**config.mk**
```make
export PLATFORM = sky130hd
export DESIGN_NAME = codec_link_ser
export DESIGN_NICKNAME = d
export VERILOG_FILES = /design/src/rtl/codec_link_ser.sv
export SDC_FILE = /design/constraint.sdc
export NUM_CORES = 1
export LEC_CHECK = 0
export ABC_AREA = 1
export CAP_MARGIN = 20
export CELL_PAD_IN_SITES_DETAIL_PLACEMENT = 1
export CELL_PAD_IN_SITES_GLOBAL_PLACEMENT = 1
export CORE_MARGIN = 5
export CORE_UTILIZATION = 43
export DETAILED_ROUTE_END_ITERATION = 10
export GPL_TIMING_DRIVEN = 0
export PLACE_DENSITY = 0.94
export SYNTH_ARGS = -nofsm -noshare
export SYNTH_HDL_FRONTEND = slang
export SYNTH_SLANG_ARGS = --single-unit
export TNS_END_PERCENT = 5
```
**constraint.sdc**
```tcl
create_clock -name bit_clk -period 6 [get_ports bit_clk]
set_clock_uncertainty 0.05 [all_clocks]
set_input_delay 1.2 -clock bit_clk [delete_from_list [all_inputs] [get_ports bit_clk]]
set_output_delay 1.2 -clock bit_clk [all_outputs]
set_load 0.005 [all_outputs]
```
**src/rtl/codec_link_ser.sv**
```systemverilog
module codec_link_ser #(
  parameter int TAG_W  = 16,
  parameter int SLOT_W = 20,
  parameter int NSLOT  = 12
) (
  input  logic                    bit_clk,
  input  logic                    rst_n,
  input  logic [TAG_W-1:0]        tx_tag,
  input  logic [NSLOT*SLOT_W-1:0] tx_slots,
  output logic [TAG_W-1:0]        rx_tag,
  output logic [NSLOT*SLOT_W-1:0] rx_slots,
  output logic                    frame_done,
  output logic                    link_sync,
  output logic                    ser_out,
  input  logic                    ser_in,
  output logic                    codec_rst_n
);
  localparam int FW = TAG_W + NSLOT*SLOT_W;
  localparam int CW = $clog2(FW);
  localparam logic [CW-1:0] LAST  = CW'(FW-1);
  localparam logic [CW-1:0] START = CW'(FW-2);
  localparam logic [CW-1:0] SYNC_END = CW'(TAG_W-1);

  logic [CW-1:0] pos, pos_nxt;
  logic [FW-1:0] tx_sh, rx_sh, rx_frm;
  logic          at_start;

  assign pos_nxt  = (pos == LAST) ? '0 : pos + CW'(1);
  assign at_start = (pos_nxt == '0);

  always_ff @(posedge bit_clk or negedge rst_n) begin
    if (!rst_n) begin
      pos         <= START;
      link_sync   <= 1'b0;
      ser_out     <= 1'b0;
      frame_done  <= 1'b0;
      codec_rst_n <= 1'b0;
      tx_sh       <= '0;
      rx_frm      <= '0;
    end else begin
      pos         <= pos_nxt;
      link_sync   <= (pos_nxt == LAST) || (pos_nxt < SYNC_END);
      frame_done  <= at_start;
      codec_rst_n <= 1'b1;
      if (at_start) begin
        tx_sh   <= {tx_tag[TAG_W-2:0], tx_slots, 1'b0};
        ser_out <= tx_tag[TAG_W-1];
        rx_frm  <= rx_sh;
      end else begin
        tx_sh   <= {tx_sh[FW-2:0], 1'b0};
        ser_out <= tx_sh[FW-1];
      end
    end
  end

  always_ff @(negedge bit_clk or negedge rst_n) begin
    if (!rst_n) rx_sh <= '0;
    else        rx_sh <= {rx_sh[FW-2:0], ser_in};
  end

  assign rx_tag   = rx_frm[FW-1 -: TAG_W];
  assign rx_slots = rx_frm[NSLOT*SLOT_W-1:0];
endmodule

```
==> flow_summary_export.csv <==
group,metric,value,unit
grt,antenna_found_initial,13,
critical_path,rr_worst_depth,2,
synthesis,synth_nets,2806,
power,powerDensity,296.0,nW/um^2
floorplan,start_util,0.4361,
synthesis,synthMostInstantiatedCell,"nand2_1",
floorplan,ios,519,
floorplan,core,61940,sq um
cts,clk_path_buf_depth,3,
run,max-cap-violations,0,
critical_path,cp-start-kind,"primary input",
final_layout,fin_cells,4070,
cts,holdBufCountCts,0,
power,peakVddDrop,0.3428,mV
synthesis,synth_cell_types,20,
critical_path,worst_path_max_delay_cell,"buf_16",
sta,tightest_slew,0.7380,ns
final_layout,area.sequential,19500,sq um
grt,grt_usage,0.2847,
final_layout,layout-drive-gt1-share,0.09071,
synthesis,synth_top_area_share,0.4780,
critical_path,arrival,3.25,ns
route,vias_per_cell,5.269,
floorplan,dieHeight,260.6,um
synthesis,synth-edff-count,0,
worst_hold_path,hold_class,"reg -> reg",
critical_path,critPathRequiredTime,3.70,ns
cts,cts.sinks,779,
final_layout,final_design_area_no_fill,36150,sq um
critical_path,crit_path_end_kind,"async pin",
cts,clkSlewWorstSetupHoldPaths,0.05,ns
placement,numPortBuffers,518,
route,wl,97.92,mm
final_layout,multi_input_area,6631,sq um
cts,cts_tree,"done",
floorplan,rows,91,
floorplan,die_w,260.6,um
floorplan,die_area,67930,sq um
power,power.leakage,0.01803,uW
route,routedWlPerCell,24.06,um
route,drc,0,
final_layout,final_util,0.5837,
critical_path,crit_type,"in -> async",
synthesis,synth_ff_type,"dfrtp_1",
critical_path,crit_chain,"buf_12 -> buf_16 -> buf_16 -> buf_16",
placement,dp.cells,3906,
sta,maxSlewViolCount,0,
cts,cts_made_buffers,80,
sta,finalHoldViolCount,0,
run_status,status,"completed",
synthesis,syn_avg_cell_area,10.61,sq um
synthesis,seq_area_frac_synth,0.7220,
sta,relSlewSlack,0.5080,
synthesis,syn-cell-area,27010,sq um
placement,place.gp.congestion,0.8459,
synthesis,ys_seq_elements,779,
final_layout,syn_to_final_growth,33.83,%
synthesis,yosys-top-cells-area,"dfrtp_1 48%, dfrtn_1 24%, nand2_1 14%",
grt,grt_start_max_net_pins,128,
final_layout,nNetsFinal,3413,
critical_path,crit_fanout,127,
final_layout,fillers,6558,
placement,place_area,33420,sq um
power,p_total,10700,uW
grt,grt_pass1_wl,149.3,mm
route,drtPass1Iterations,5,
critical_path,cp_slowest_stage_delay,0.48,ns
synthesis,netlist_instances,2545,
sta,setup-tns-final,0,ns
sta,setup_viol,0,
sta,rsz0062_at_grt,"no",
route,drt-initial-drc-count,1662,
cts,clkLatencyLatePin,0.62,ns
cts,cts_root_buffer,"clkbuf_16",
synthesis,yosysTopAreaCell,"dfrtp_1",
grt,gr-total-overflow,0,
synthesis,ys_warn_count,0,
placement,hpwl,63.58,mm
route,vias,21440,
cts,htree_levels,3,
route,ant_nets,0,
grt,grt_pass1_vias,24510,
worst_hold_path,hold-path-cell-count,0,
synthesis,async_flop_share,1.000,
synthesis,synthTopCellsByCount,"1043 x nand2_1, 519 x nand3_1, 516 x dfrtp_1",
critical_path,r2r_setup_slack,2.15,ns
critical_path,cp_common_cell,"buf_16",
[cell families after synthesis]
logic type	after synthesis	synth area share
AO/OA/AOI/OAI	4	0.0009729
XOR/XNOR	1	0.0003243
buffers and inverters	185	0.03256
flip-flops	779	0.7220
adder cells (fa/ha/maj)	2	0.0009262
AND/OR/NAND/NOR	1573	0.2431
other	1	0.0001388
[layer usage]
metal / up-vias / share of wire / GRT usage
li1: 9336 / - / -
met1: 11130 / 0.36 / 0.3203
met2: 714 / 0.52 / 0.5011
met3: 261 / 0.072 / 0.07798
met4: 0 / 0.049 / 0.1382
met5: - / 0 / 0
[critical path, delay by kind of cell]
| family | cells | cell delay [ns] |
|---|---|---|
| buffers and inverters | 4 | 1.77 |
[repair_timing]
action | CTS | global route
resized for setup | 1 | 0
buffers inserted | 0 | 0
endpoints found under the setup margin | 7 | 45
cloned | 0 | 1
[metrics by stage]
step	hold slack, ns	setup WS [ns]
5_1_grt	0.2768	0.09052
6_report	0.2708	0.4467
2_1_floorplan	0.2643	1.606
3_3_place_gp	0.2655	-32.67
4_1_cts	0.2690	0.1830
3_5_place_dp	0.2705	-0.6242
[flip-flops by register name, summed over array words and instances (netlist names)]
name,flops
link_sync,1
tx_sh,255
rx_sh,256
pos,8
frame_done,1
ser_out,1
rx_frm,256
codec_rst_n,1
[placed cells by master (no fill, tap or decap), types with 3 or more instances in the layout]
cell type and n:
nand3_1 519, clkbuf_8 20, clkinvlp_4 4, nand2_1 1043, clkdlybuf4s50_1 517, clkinv_2 11, clkbuf_16 84, diode_2 14
dfstp_2 7, dfrtp_1 516, clkbuf_1 40, inv_1 15, nor2_1 7, buf_2 148, dfrtn_1 256, buf_16 6
buf_1 3
[layout make-up]
cell class / count / share of cell area
well taps: 837 / 0.02897
diodes: 14 / 0.0009691
plain buffers: 169 / 0.02267
flip-flops and latches: 779 / 0.5395
multi-input cells: 1581 / 0.1834
clock inverters: 24 / 0.006541
inverters: 16 / 0.001661
repair buffers: 525 / 0.1490
clock buffers: 125 / 0.06735
[report_power, final]
group / internal [uW] / leakage (uW) / switching, uW / total, uW
Sequential: 5280 / 0.00966 / 12.8 / 5290
Clock: 2910 / 0.00131 / 2200 / 5110
Combinational: 161 / 0.00706 / 136 / 297
Total: 8350 / 0.0180 / 2350 / 10700
[final timing paths]
kind | to | from
worst min register to register | rx_sh[214]$_DFF_NN0_ | rx_sh[213]$_DFF_NN0_
worst max-delay path | rx_sh[241]$_DFF_NN0_ | rst_n
worst max register to register | rx_frm[111]$_DFFE_PN0N_ | rx_sh[111]$_DFF_NN0_
max in group bit_clk | rx_sh[0]$_DFF_NN0_ | ser_in
min in group asynchronous | rx_frm[79]$_DFFE_PN0N_ | rst_n
worst min-delay path | rx_sh[214]$_DFF_NN0_ | rx_sh[213]$_DFF_NN0_
Power figures use the tool's default switching activity.
